$ cat src/rtl/flash_erase_pkg.sv
package flash_erase_pkg;

  localparam int UNLOCK_AW = 11;

  localparam logic [UNLOCK_AW-1:0] ADDR_KEY_A = 11'h555;
  localparam logic [UNLOCK_AW-1:0] ADDR_KEY_B = 11'h2AA;

  localparam logic [7:0] CODE_KEY_A  = 8'hAA;
  localparam logic [7:0] CODE_KEY_B  = 8'h55;
  localparam logic [7:0] CODE_SETUP  = 8'h80;
  localparam logic [7:0] CODE_CHIP   = 8'h10;
  localparam logic [7:0] CODE_SECTOR = 8'h30;
  localparam logic [7:0] CODE_HOLD   = 8'hB0;

  typedef enum logic [2:0] {
    DEC_IDLE, DEC_KEY1, DEC_KEY2, DEC_SETUP, DEC_KEY3, DEC_KEY4
  } dec_state_t;

  typedef enum logic [1:0] {
    ENG_IDLE, ENG_WINDOW, ENG_RUN, ENG_SUSP
  } eng_state_t;

  // Status byte layout: done, toggle, window-closed, sector toggle.
  function automatic logic [7:0] status_byte(input logic done, input logic tog_all,
                                             input logic win_closed, input logic tog_sect);
    return {done, tog_all, 2'b00, win_closed, tog_sect, 2'b00};
  endfunction

  function automatic logic key_match(input logic [UNLOCK_AW-1:0] a, input logic [7:0] d,
                                     input logic [UNLOCK_AW-1:0] ea, input logic [7:0] ed);
    return (a == ea) && (d == ed);
  endfunction

endpackage

$ cat src/rtl/fes_cmd_decoder.sv
module fes_cmd_decoder
  import flash_erase_pkg::*;
(
  input  logic                 clk,
  input  logic                 rst_n,
  input  logic                 wr_commit,
  input  logic                 eng_idle,
  input  logic [UNLOCK_AW-1:0] key_addr,
  input  logic [7:0]           wdata,
  output logic                 launch_chip,
  output logic                 launch_sector
);

  dec_state_t st_q, st_d;

  always_comb begin
    st_d = st_q;
    if (!eng_idle) begin
      st_d = DEC_IDLE;
    end else if (wr_commit) begin
      unique case (st_q)
        DEC_IDLE:  st_d = key_match(key_addr, wdata, ADDR_KEY_A, CODE_KEY_A) ? DEC_KEY1  : DEC_IDLE;
        DEC_KEY1:  st_d = key_match(key_addr, wdata, ADDR_KEY_B, CODE_KEY_B) ? DEC_KEY2  : DEC_IDLE;
        DEC_KEY2:  st_d = key_match(key_addr, wdata, ADDR_KEY_A, CODE_SETUP) ? DEC_SETUP : DEC_IDLE;
        DEC_SETUP: st_d = key_match(key_addr, wdata, ADDR_KEY_A, CODE_KEY_A) ? DEC_KEY3  : DEC_IDLE;
        DEC_KEY3:  st_d = key_match(key_addr, wdata, ADDR_KEY_B, CODE_KEY_B) ? DEC_KEY4  : DEC_IDLE;
        DEC_KEY4:  st_d = DEC_IDLE;
        default:   st_d = DEC_IDLE;
      endcase
    end
  end

  always_ff @(posedge clk or negedge rst_n) begin
    if (!rst_n) st_q <= DEC_IDLE;
    else        st_q <= st_d;
  end

  assign launch_chip   = wr_commit && eng_idle && (st_q == DEC_KEY4) &&
                         key_match(key_addr, wdata, ADDR_KEY_A, CODE_CHIP);
  assign launch_sector = wr_commit && eng_idle && (st_q == DEC_KEY4) && (wdata == CODE_SECTOR);

endmodule

$ cat src/rtl/fes_erase_engine.sv
module fes_erase_engine
  import flash_erase_pkg::*;
#(
  parameter int SECT_W      = 4,
  parameter int TIMEOUT_CYC = 16,
  parameter int ERASE_CYC   = 40,
  parameter int CNT_W       = 6
)(
  input  logic              clk,
  input  logic              rst_n,
  input  logic              launch_chip,
  input  logic              launch_sector,
  input  logic [SECT_W-1:0] sect_in,
  input  logic              hold_req,
  input  logic              resume_req,
  output eng_state_t        state,
  output logic [CNT_W-1:0]  cnt,
  output logic              mode_chip,
  output logic [SECT_W-1:0] sect_q,
  output logic              in_window,
  output logic              suspend_hit,
  output logic              resume_hit,
  output logic              erase_done
);

  localparam logic [CNT_W-1:0] WIN_LOAD = CNT_W'(TIMEOUT_CYC - 1);
  localparam logic [CNT_W-1:0] RUN_LOAD = CNT_W'(ERASE_CYC - 1);

  logic from_window;

  assign suspend_hit = hold_req && !mode_chip && (state == ENG_WINDOW || state == ENG_RUN);
  assign resume_hit  = resume_req && (state == ENG_SUSP);
  assign erase_done  = (state == ENG_RUN) && (cnt == '0) && !suspend_hit;
  assign in_window   = (state == ENG_WINDOW) || (state == ENG_SUSP && from_window);

  always_ff @(posedge clk or negedge rst_n) begin
    if (!rst_n) begin
      state       <= ENG_IDLE;
      cnt         <= '0;
      mode_chip   <= 1'b0;
      sect_q      <= '0;
      from_window <= 1'b0;
    end else begin
      unique case (state)
        ENG_IDLE: begin
          if (launch_chip) begin
            state     <= ENG_RUN;
            cnt       <= RUN_LOAD;
            mode_chip <= 1'b1;
          end else if (launch_sector) begin
            state     <= ENG_WINDOW;
            cnt       <= WIN_LOAD;
            mode_chip <= 1'b0;
            sect_q    <= sect_in;
          end
        end
        ENG_WINDOW: begin
          if (suspend_hit) begin
            state       <= ENG_SUSP;
            from_window <= 1'b1;
          end else if (cnt == '0) begin
            state <= ENG_RUN;
            cnt   <= RUN_LOAD;
          end else begin
            cnt <= cnt - 1'b1;
          end
        end
        ENG_RUN: begin
          if (suspend_hit) begin
            state       <= ENG_SUSP;
            from_window <= 1'b0;
          end else if (cnt == '0) begin
            state     <= ENG_IDLE;
            mode_chip <= 1'b0;
            sect_q    <= '0;
          end else begin
            cnt <= cnt - 1'b1;
          end
        end
        ENG_SUSP: begin
          if (resume_hit) state <= from_window ? ENG_WINDOW : ENG_RUN;
        end
        default: state <= ENG_IDLE;
      endcase
    end
  end

endmodule

$ cat src/rtl/fes_status_port.sv
module fes_status_port
  import flash_erase_pkg::*;
#(
  parameter int         ADDR_W      = 12,
  parameter int         SECT_W      = 4,
  parameter int         BANK_W      = 2,
  parameter logic [7:0] ERASED_BYTE = 8'hFF
)(
  input  logic              clk,
  input  logic              rst_n,
  input  logic              rd_en,
  input  logic [ADDR_W-1:0] addr,
  input  eng_state_t        state,
  input  logic              mode_chip,
  input  logic [SECT_W-1:0] sect_q,
  input  logic              in_window,
  input  logic              launch,
  output logic [7:0]        rdata
);

  logic tog_all, tog_sect;
  logic active, held, hit_bank, hit_sect;
  logic [7:0] rd_val;

  assign active   = (state == ENG_WINDOW) || (state == ENG_RUN);
  assign held     = (state == ENG_SUSP);
  assign hit_bank = mode_chip || (addr[ADDR_W-1 -: BANK_W] == sect_q[SECT_W-1 -: BANK_W]);
  assign hit_sect = mode_chip || (addr[ADDR_W-1 -: SECT_W] == sect_q);

  always_comb begin
    if (active && hit_bank)
      rd_val = status_byte(1'b0, tog_all, !in_window, tog_sect);
    else if (held && hit_sect)
      rd_val = status_byte(1'b1, tog_all, !in_window, tog_sect);
    else
      rd_val = ERASED_BYTE;
  end

  always_ff @(posedge clk or negedge rst_n) begin
    if (!rst_n) begin
      rdata    <= ERASED_BYTE;
      tog_all  <= 1'b0;
      tog_sect <= 1'b0;
    end else if (launch) begin
      tog_all  <= 1'b0;
      tog_sect <= 1'b0;
      if (rd_en) rdata <= rd_val;
    end else if (rd_en) begin
      rdata <= rd_val;
      if (active && hit_bank) tog_all <= !tog_all;
      if ((active || held) && hit_sect) tog_sect <= !tog_sect;
    end
  end

endmodule

$ cat src/rtl/flash_erase_seq.sv
module flash_erase_seq
  import flash_erase_pkg::*;
#(
  parameter int         ADDR_W      = 12,
  parameter int         SECT_W      = 4,
  parameter int         BANK_W      = 2,
  parameter int         TIMEOUT_CYC = 16,
  parameter int         ERASE_CYC   = 40,
  parameter logic [7:0] ERASED_BYTE = 8'hFF
)(
  input  logic                 clk,
  input  logic                 rst_n,
  input  logic                 we_n,
  input  logic                 rd_en,
  input  logic [ADDR_W-1:0]    addr,
  input  logic [7:0]           wdata,
  output logic [7:0]           rdata,
  output logic [2**BANK_W-1:0] bank_busy
);

  localparam int NBANK = 2**BANK_W;
  localparam int MAXC  = (TIMEOUT_CYC > ERASE_CYC) ? TIMEOUT_CYC : ERASE_CYC;
  localparam int CNT_W = $clog2(MAXC + 1);

  // Named events for the bound checker.
  logic             we_n_q, wr_commit, eng_idle;
  logic             launch_chip, launch_sector, suspend_hit, resume_hit;
  logic             erase_done, ignored_wr, in_window, mode_chip, eng_active;
  eng_state_t       eng_state;
  logic [CNT_W-1:0] eng_cnt;
  logic [SECT_W-1:0] sect_q;

  always_ff @(posedge clk or negedge rst_n) begin
    if (!rst_n) we_n_q <= 1'b1;
    else        we_n_q <= we_n;
  end

  assign wr_commit  = !we_n_q && we_n;
  assign eng_idle   = (eng_state == ENG_IDLE);
  assign eng_active = (eng_state == ENG_WINDOW) || (eng_state == ENG_RUN);
  assign ignored_wr = wr_commit && !eng_idle && !suspend_hit && !resume_hit;

  fes_cmd_decoder u_dec (
    .clk           (clk),
    .rst_n         (rst_n),
    .wr_commit     (wr_commit),
    .eng_idle      (eng_idle),
    .key_addr      (addr[UNLOCK_AW-1:0]),
    .wdata         (wdata),
    .launch_chip   (launch_chip),
    .launch_sector (launch_sector)
  );

  fes_erase_engine #(
    .SECT_W      (SECT_W),
    .TIMEOUT_CYC (TIMEOUT_CYC),
    .ERASE_CYC   (ERASE_CYC),
    .CNT_W       (CNT_W)
  ) u_eng (
    .clk           (clk),
    .rst_n         (rst_n),
    .launch_chip   (launch_chip),
    .launch_sector (launch_sector),
    .sect_in       (addr[ADDR_W-1 -: SECT_W]),
    .hold_req      (wr_commit && (wdata == CODE_HOLD)),
    .resume_req    (wr_commit && (wdata == CODE_SECTOR)),
    .state         (eng_state),
    .cnt           (eng_cnt),
    .mode_chip     (mode_chip),
    .sect_q        (sect_q),
    .in_window     (in_window),
    .suspend_hit   (suspend_hit),
    .resume_hit    (resume_hit),
    .erase_done    (erase_done)
  );

  fes_status_port #(
    .ADDR_W      (ADDR_W),
    .SECT_W      (SECT_W),
    .BANK_W      (BANK_W),
    .ERASED_BYTE (ERASED_BYTE)
  ) u_stat (
    .clk       (clk),
    .rst_n     (rst_n),
    .rd_en     (rd_en),
    .addr      (addr),
    .state     (eng_state),
    .mode_chip (mode_chip),
    .sect_q    (sect_q),
    .in_window (in_window),
    .launch    (launch_chip || launch_sector),
    .rdata     (rdata)
  );

  for (genvar b = 0; b < NBANK; b++) begin : g_bank
    assign bank_busy[b] = eng_active &&
                          (mode_chip || (sect_q[SECT_W-1 -: BANK_W] == BANK_W'(b)));
  end

endmodule

$ cat config.mk
export PLATFORM = sky130hd
export DESIGN_NAME = flash_erase_seq
export DESIGN_NICKNAME = d
export VERILOG_FILES = /design/src/rtl/flash_erase_pkg.sv /design/src/rtl/fes_cmd_decoder.sv /design/src/rtl/fes_erase_engine.sv /design/src/rtl/fes_status_port.sv /design/src/rtl/flash_erase_seq.sv
export SDC_FILE = /design/constraint.sdc
export NUM_CORES = 1
export LEC_CHECK = 0
export BUFFER_PORTS_ARGS = -buffer_cell sky130_fd_sc_hd__buf_2
export CORE_MARGIN = 2
export CORE_UTILIZATION = 45
export DETAILED_ROUTE_END_ITERATION = 7
export GPL_ROUTABILITY_DRIVEN = 0
export PLACE_DENSITY = 0.67
export SYNTH_ARGS = -nofsm -noshare
export SYNTH_HDL_FRONTEND = slang
export SYNTH_SLANG_ARGS = --single-unit
$ cat constraint.sdc
create_clock -name clk -period 3.4 [get_ports clk]
set_clock_uncertainty 0.15 [all_clocks]
set_input_delay 0 -clock clk [delete_from_list [all_inputs] [get_ports clk]]
set_output_delay 0 -clock clk [all_outputs]
set_load 0.005 [all_outputs]
After elaboration in Yosys (flattened, before gate mapping)
Cells that the tools add are included.
{ "word_totals": {"output_inout_bits": 12, "register_bits": 28, "wordCells": 144} }
{ "classes": {"muxes": 45, "add_sub_neg": 1, "n_reduce_logical": 54, "n_eq_ne": 34} }
{ "op_table": {"columns": ["cell", "count"], "rows": [
  ["$mux W6", 6],
  ["$eq A8 B8 Y1 const B", 3],
  ["$logic_and A1 B1 Y1", 22],
  ["$mux W2", 10],
  ["$pmux W6 S3", 1],
  ["$mux W4", 4],
  ["$ne A2 B2 Y1 const B", 8],
  ["$pmux W3 S5", 1],
  ["$mux W1", 13],
  ["$mux W3", 4],
  ["$eq A11 B10 Y1 const B", 1],
  ["$eq A11 B11 Y1 const B", 1],
  ["$logic_or A1 B1 Y1", 10],
  ["$reduce_and A5 Y1", 2],
  ["$reduce_bool A2 Y1", 5],
  ["$eq A2 B2 Y1 const B", 4],
  ["$eq A8 B5 Y1 const B", 1],
  ["$eq A8 B6 Y1 const B", 1],
  ["$eq A8 B7 Y1 const B", 1],
  ["$mux W8", 1],
  ["$pmux W2 S4", 1],
  ["$pmux W4 S2", 1],
  ["$reduce_and A4 Y1", 2],
  ["$mux W7", 1],
  ["other kinds (18)", 30]
]} }

Logic depth before layout (Yosys ltp)
Gate-level depths: netlist (run 1).
{ "depth": {"ltp_word": 8, "depth_mapped": 8, "mapped_depth_nobuf": 7} }

Modules after synthesis
Synthesis (run 1) repeated with hierarchy kept, for this count alone.
{ "hier_totals": {"hier_cells": 206, "hier_area_um2": 1856.8} }
{ "modules_own_cells": {"columns": ["module", "seq_area_each_um2", "cells_per_inst", "area_each_um2", "n_inst"], "rows": [
  ["fes_erase_engine", 350.3, 99, 925.9, 1],
  ["fes_status_port", 181.4, 46, 422.9, 1],
  ["fes_cmd_decoder", 75.1, 42, 340.3, 1],
  ["flash_erase_seq", 26.3, 19, 167.7, 1]
]} }

Least setup slack after synthesis (run 1)
No wires, ideal clock.
{ "synth_path": {"path_type": "register -> register", "start": "reg u_eng.state[0]", "end": "reg u_eng.cnt[2]", "synth_period_minus_slack_ns": 2.208, "setup_time_ns": 0.125, "stages_incl_launch_ff": 8, "arrival_time_ns": 1.934, "slack_ns": 1.192, "required_time_ns": 3.125, "path_cell_list": "dfrtp_1 inv_1 ha_1 nor4bb_2 and3_1 a221oi_4 o21ai_4 mux2_2"} }
{ "synth_between": {"elab_chain_len": 6, "elab_cells_between_ends": 17, "cone_classes": "6 x eq/ne; 2 x mux; 9 x reduce/logical"} }
{ "synth_rtl": {"columns": ["element", "line", "text"], "rows": [
  ["start: declaration", "fes_erase_engine.sv:16", "output eng_state_t state,"],
  ["start signal: assignment", "fes_erase_engine.sv:81", "if (resume_hit) state <= from_window ? ENG_WINDOW : ENG_RUN;"],
  ["$logic_not A2 Y1", "fes_erase_engine.sv:44, flash_erase_seq.sv:39", null],
  ["$logic_and A1 B1 Y1 (2 in series)", "fes_cmd_decoder.sv:38, fes_cmd_decoder.sv:40", null],
  ["$logic_and A1 B1 Y1, on equally long branches", "fes_cmd_decoder.sv:38, fes_cmd_decoder.sv:40", null],
  ["$ne A3 B3 Y1 (no line) / $mux W6 (equally long branches)", null, null],
  ["$reduce_and A5 Y1 (no line) / $pmux W6 S3 (equally long branches)", null, null],
  ["end signal: assignment", "fes_erase_engine.sv:65", "cnt <= cnt - 1'b1;"],
  ["end signal: assignment", "fes_erase_engine.sv:77", "cnt <= cnt - 1'b1;"],
  ["end: declaration", "fes_erase_engine.sv:17", "output logic [CNT_W-1:0] cnt,"]
]} }
Several ways; a longest one is shown, not always the timed one.
A chain may end at the register's enable or synchronous reset.

Worst setup path after layout (run 1)
{ "layout_path": {"start": "in addr[2]", "end": "reg u_dec.st_q[1]"} }
{ "layout_between": {"elab_chain_len": 6, "elab_cells_between_ends": 9, "cone_classes": "2 x eq/ne; 5 x mux; 2 x reduce/logical"} }
{ "layout_rtl": {"columns": ["element", "line", "text"], "rows": [
  ["start: declaration", "flash_erase_seq.sv:15", "input logic [ADDR_W-1:0] addr,"],
  ["$eq A11 B11 Y1 / $eq A11 B10 Y1 (equally long branches)", "flash_erase_pkg.sv:31", "return (a == ea) && (d == ed);"],
  ["$logic_and A1 B1 Y1", "flash_erase_pkg.sv:31", null],
  ["$mux W2, on equally long branches", "fes_cmd_decoder.sv:24, fes_cmd_decoder.sv:23", null],
  ["$pmux W3 S5 (*)", "fes_cmd_decoder.sv:21", "unique case (st_q)"],
  ["$mux W3 (*)", "fes_cmd_decoder.sv:20", "end else if (wr_commit) begin"],
  ["$mux W3 (*)", "fes_cmd_decoder.sv:18", "if (!eng_idle) begin"],
  ["end signal: assignment", "fes_cmd_decoder.sv:35", "else st_q <= st_d;"],
  ["end: declaration", "fes_cmd_decoder.sv:14", "dec_state_t st_q, st_d;"]
]} }
Every way passes the cells marked *; elsewhere a longest branch is shown, timed or not. The select of a mux whose other input is x is not followed.

==> results of run 1 <==
## stage by stage
stage                     setup WS [ps]  std cells
after floorplan                    1190        203
after global placement              834        280
after detailed placement            803        280
after CTS                           290        295
after global routing               61.2        295
final                               199        295
## layout by cell type, fill, tap and decap left out, types with 2 or more instances in the layout
master,netlist,layout
nand3b_1,3,3
or2_1,2,2
a21oi_1,12,12
nand3_1,7,7
mux2i_1,4,4
buf_2,1,35
nor2_1,15,15
inv_1,10,10
dfstp_2,6,6
xnor2_1,5,5
o21ai_1,4,4
dfrtp_1,19,19
nor4bb_1,5,5
nor3b_1,2,2
a21o_1,2,2
nor3_1,5,5
or2_2,2,2
a32o_1,3,3
clkbuf_8,0,3
o21a_1,2,2
nand4_1,3,3
o21ai_0,18,18
nand2_1,12,12
dlygate4sd3_1,0,11
mux2_2,2,2
nor4_1,2,2
and4b_1,2,2
nor2b_1,5,5
nand2b_1,6,6
ha_1,7,7
a21boi_0,2,2
xor2_1,4,4
## repair_timing
action	in CTS	in global routing
hold endpoints to repair	36	0
hold buffers	11	0
endpoints found under the setup margin	0	0
## final timing paths
path | end | depth (start not counted) | startpoint | slack [ps]
hold reg to reg | u_stat.rdata[7] | 2 | u_stat.rdata[7] | 350
max in group asynchronous | u_stat.rdata[5] | 2 | rst_n | 2620
hold / removal | u_dec.st_q[0] | 4 | wdata[2] | 30
setup / recovery | u_dec.st_q[1] | 9 | addr[2] | 200
min in group asynchronous | u_dec.st_q[1] | 2 | rst_n | 100
setup reg to reg | u_dec.st_q[1] | 6 | u_dec.st_q[1] | 590
## kinds of logic after synthesis
| family | after synthesis | share of synthesized area, % |
|---|---|---|
| flops | 25 | 34.3 |
| compound gates | 54 | 19.7 |
| fa+ha+maj | 7 | 4.75 |
| buf+inv | 18 | 4.34 |
| simple gates | 83 | 28.5 |
| xor+xnor | 9 | 4.27 |
| mux | 7 | 4.20 |
## cell type report
type / instances / area (um2)
clock buffers: 4 / 45.0
fillers: 382 / 1780
inverters: 10 / 37.5
multi-input cells: 160 / 1130
flip-flops and latches: 25 / 633
well taps: 50 / 62.6
repair buffers: 46 / 285
## power groups by stage
stage | Sequential (mW) | Clock [mW] | Combinational (mW)
after floorplan | 0.499 | 0 | 0.705
after CTS | 0.509 | 0.187 | 0.917
after global placement | 0.512 | 0 | 0.897
after detailed placement | 0.515 | 0 | 0.903
final | 0.511 | 0.180 | 0.916
after global routing | 0.529 | 0.206 | 1.02
## worst max-delay path, delay by kind of cell
kind | cells | cell delay [ps]
AND/OR/NAND/NOR | 3 | 610
buffers and inverters | 5 | 2370
AO/OA/AOI/OAI | 1 | 230
## per-layer routing
metal	vias up	track usage (%)
li1	822	-
met1	765	27.3
met2	33	32.4
met3	8	3.78
met4	0	7.25
met5	-	0
## sequential cells by signal, summed over array words and instances (netlist names)
| name | count |
|---|---|
| u_dec.st_q | 3 |
| u_eng.cnt | 6 |
| u_eng.from_window | 1 |
| u_eng.mode_chip | 1 |
| u_eng.sect_q | 4 |
| u_eng.state | 2 |
| u_stat.rdata | 5 |
| u_stat.tog_all | 1 |
| u_stat.tog_sect | 1 |
| we_n_q | 1 |
==> flow_summary.toml, run 1 <==
[run_status]
outcome = "complete, no violations"

[sta]
min_period_ps = 3200
fin_hold_ws_ps = 31.1
relSlewSlack_pct = 61.5
worst_pin_slew_ps = 577
finalSetupViolations = 0
fin_crit_sh_pct = 94.1
tns_ps = 0
slew_viol_final = 0
clock.fmax_ghz = 0.312
hold_viol_final = 0
rsz0062_at_grt = "false"

[power]
leakage_nw = 0.927
clkPwrFrac_pct = 11.2
switchingPower_mw = 0.673
p_total_mw = 1.61
p_int_mw = 0.933
combPwrFrac_pct = 57.0
swShare_pct = 41.9
powerDensity_mw_per_mm2 = 731
pwr-share-seq_pct = 31.8
ir_drop_mv = 0.351

[drt]
met1_length_um = 2070
dr_wl_met3_um = 161
post_drt_via_cell_ratio = 5.52
route.top_layer_used = "met4"
num_vias = 1628
drtPass1Iterations = 4
wl_met2_um = 1980
drc = 0
drt_iter0_markers = 97
ant_nets = 0
wl_per_cell_um = 14.6
routed_wl_um = 4300

[synth]
synthCells = 203
synth_most_common_cell = "dfrtp_1"
synthTopCellsByCount = "dfrtp_1 (19), o21ai_0 (18), nor2_1 (15)"
yosys_warnings = 0
yosys_most_used_dff = "dfrtp_1"
ys_seq_area_share_pct = 34.3
ys_types = 56
synth-seq-cells = 25
avgSynthCellArea_um2 = 9.09
yosys.area.top_type = "dfrtp_1"
synth_edf_count = 0
syn_nets = 234
synthTopCellsByArea = "dfrtp_1 (26%), dfstp_2 (8.5%), o21ai_0 (4.9%)"
async_flop_share_pct = 100
synth_area_mm2 = 0.00185
netlist.area_leader.share_pct = 25.8

[floorplanning]
die-height_um = 68.0
initial_core_util_pct = 46.5
fp.dieW_um = 68.0
fp.dieArea_mm2 = 0.00463
fp-row-count = 23
core-area_mm2 = 0.00397
pin_count = 36

[finish]
antenna_cells = 0
num-nets-final = 277
area_growth_pct = 19.0
utilization_pct = 55.3
finalInstanceArea_mm2 = 0.00220
drive_gt1_share_pct = 23.7

[critical_path]
path_class = "primary input to flop"
path_cells = "dlygate4sd3_1 -> buf_2 -> nor3b_1 -> dlygate4sd3_1 -> nand3_1 -> dlygate4sd3_1 -> or3_1 -> dlygate4sd3_1 -> o41ai_1"
critPathArrivalTime_ps = 3220
worstPathMaxFanout = 2
worstPathRequired_ps = 3420
end_kind = "flop"
crit_top_cell = "dlygate4sd3_1"
cpPeakStageDelay_ps = 590
cp-start-kind = "primary input"
cp_slowest_cell = "dlygate4sd3_1"

[clocking]
cts_root_buf = "clkbuf_8"
cts_tree = "yes"
cts_max_path_buffers = 2
ctsResizeCount = 0
clk_pin_slew_ps = 90
htreeDepth = 1
cts_setup_buffers = 0
cts_buffers = 3
cts_sinks = 25
insertion_delay_ps = 270

[global_route]
grt-ovfl-total = 0
grt_pass1_wl_um = 7100
grt_pass1_vias = 1503
antenna_found_initial = 0
grt_max_degree = 26
grt_usage_pct = 20.3

[place]
place_area_mm2 = 0.00204
portBuffers = 35
dp_hpwl_um = 3140

[hold_path]
hold_class = "primary input to flop"

[job]
drv_cap = 0
Power figures use the tool's default switching activity.
==> run 2, diff against run 1 <==
==> constraint.sdc (replaced) <==
create_clock -name clk -period 4.1 [get_ports clk]
set_clock_uncertainty 0.15 [all_clocks]
set_input_delay 0 -clock clk [delete_from_list [all_inputs] [get_ports clk]]
set_output_delay 0 -clock clk [all_outputs]
set_load 0.005 [all_outputs]
==> run 2 against run 1 <==
Effect of this change: register-to-register slack improved by 610 ps; flip-flop and latch count stayed put; first-iteration DRC count grew 14%; largest cell class unchanged.
==> flow_summary.toml, run 2 (same netlist as run 1, synthesis figures left out) <==
[run_status]
outcome = "complete, no violations"

[power]
clkPwrFrac_pct = 11.3
pwr-share-seq_pct = 31.7
combPwrFrac_pct = 57.1
leakage_nw = 0.927
p_int_mw = 0.774
swShare_pct = 42.1
switchingPower_mw = 0.563
ir_drop_mv = 0.266
p_total_mw = 1.34
powerDensity_mw_per_mm2 = 609

[hold_path]
hold_end = "u_dec.st_q[0]"
hold_depth = 4
hold_class = "primary input to flop"
hold_start = "wdata[2]"

[place]
portBuffers = 35
place_inst = 280
dp_hpwl_um = 3150
place_area_mm2 = 0.00204

[critical_path]
r2r_slack_ps = 1200
worst_r2r_path_depth = 6
crit_family = "buffers and inverters"
path_cells = "dlygate4sd3_1 -> buf_2 -> nor3b_1 -> dlygate4sd3_1 -> nand3_1 -> dlygate4sd3_1 -> or3_1 -> dlygate4sd3_1 -> o41ai_1"
end_kind = "flop"
cpPeakStageDelay_ps = 590
path_buf_inv = 5
worstPathRequired_ps = 4120
crit_top_cell = "dlygate4sd3_1"
critPathArrivalTime_ps = 3300
r2r_end = "u_dec.st_q[1]"
cp_slowest_cell = "dlygate4sd3_1"
path_class = "primary input to flop"
cp-start-kind = "primary input"
worstPathMaxFanout = 2
r2r_start = "u_dec.st_q[1]"

[floorplanning]
pin_count = 36
core-area_mm2 = 0.00397
fp.dieW_um = 68.0
fp-row-count = 23
die-height_um = 68.0
initial_core_util_pct = 46.5
fp.dieArea_mm2 = 0.00463

[drt]
drc = 0
num_vias = 1641
ant_nets = 0
post_drt_via_cell_ratio = 5.56
drtPass1Iterations = 5
routed_wl_um = 4340
wl_per_cell_um = 14.7
drt_iter0_markers = 111

[sta]
fin_hold_ws_ps = 27.7
min_period_ps = 3290
finalSetupViolations = 0
fin_crit_sh_pct = 80.1
slew_viol_final = 0
tns_ps = 0
hold_viol_final = 0
clock.fmax_ghz = 0.304
relSlewSlack_pct = 60.5
rsz0062_at_grt = "false"
worst_pin_slew_ps = 592

[global_route]
gr-usage-met3_pct = 3.13
grt_max_degree = 26
grt-ovfl-total = 0
grt_pass1_wl_um = 7090
grt_pass1_vias = 1536
grt_use_met2_pct = 32.9
use_met1_pct = 27.4
antenna_found_initial = 0
grt_usage_pct = 20.3
grt_most_used_layer = "met2"

[clocking]
cts_tree = "yes"
cts_root_buf = "clkbuf_8"
insertion_delay_ps = 270
clk_pin_slew_ps = 90
cts_buffers = 3
cts_max_path_buffers = 2
cts_sinks = 25
htreeDepth = 1
ctsResizeCount = 0

[job]
drv_cap = 0

[finish]
largest_register = "u_eng.cnt"
area_growth_pct = 19.0
finalInstanceArea_mm2 = 0.00220
final_cell_mix = "buf_2 (35), dfrtp_1 (19), o21ai_0 (18), nor2_1 (15)"
seqCellArea_um2 = 633
drive_gt1_share_pct = 23.7
largest_reg_flops = 6
num-nets-final = 277
multi_input_area_mm2 = 0.00113
largestRegisters = "u_eng.cnt: 6 flops, u_stat.rdata: 5 flops, u_eng.sect_q: 4 flops"
antenna_cells = 0
fin_cells = 295
final_common_cell = "buf_2"
fill_cells = 378
==> run 2: timing repair <==
item | in CTS | in global routing
hold buffers | 11 | 0
endpoints found under the hold margin | 36 | 0
buffers inserted | 0 | 0
==> run 2: worst max path at each step <==
stage	startpoint	end	slack, ps	depth (start not counted)
final	addr[2]	u_dec.st_q[1]	810	9
after CTS	addr[2]	u_dec.st_q[1]	970	9
after floorplan	u_eng.state[0]	u_eng.cnt[2]	1890	7
after global routing	addr[2]	u_dec.st_q[1]	640	9
after detailed placement	u_eng.state[0]	u_eng.cnt[2]	1490	7
after global placement	u_eng.state[0]	u_eng.cnt[4]	1530	7
==> run 2: final cells by class <==
| type | count | share of cell area [%] |
|---|---|---|
| flip-flops and latches | 25 | 28.8 |
| well taps | 50 | 2.85 |
| multi-input cells | 160 | 51.6 |
| clock buffers | 4 | 2.05 |
| repair buffers | 46 | 13.0 |
| inverters | 10 | 1.71 |
==> run 2: stage by stage <==
stage	util (%)	setup WS [ps]
after floorplan	-	1890
after global placement	51.4	1530
after detailed placement	51.4	1490
after CTS	55.3	972
after global routing	55.3	636
final	55.3	815
==> run 2: worst min-delay path, stage by stage <==
cell	delay, ps
buf_2	120
nor2_1	70
a31oi_1	140
o21ai_0	90
==> run 2: power by group through the flow <==
| stage | registers (mW) | logic [mW] | clock network (mW) |
|---|---|---|---|
| 2_1_floorplan | 0.414 | 0.585 | 0 |
| 3_3_place_gp | 0.425 | 0.743 | 0 |
| 3_5_place_dp | 0.428 | 0.752 | 0 |
| 4_1_cts | 0.423 | 0.763 | 0.155 |
| 5_1_grt | 0.439 | 0.855 | 0.168 |
| 6_report | 0.423 | 0.763 | 0.151 |
==> run 2: routing by layer <==
| metal | vias up | share of wire, % | routed length (um) |
|---|---|---|---|
| li1 | 822 | - | - |
| met3 | 7 | 4.8 | 206 |
| met4 | 0 | 1.4 | 61 |
| met5 | - | 0 | 0 |
| met2 | 47 | 46 | 1980 |
| met1 | 765 | 48 | 2090 |
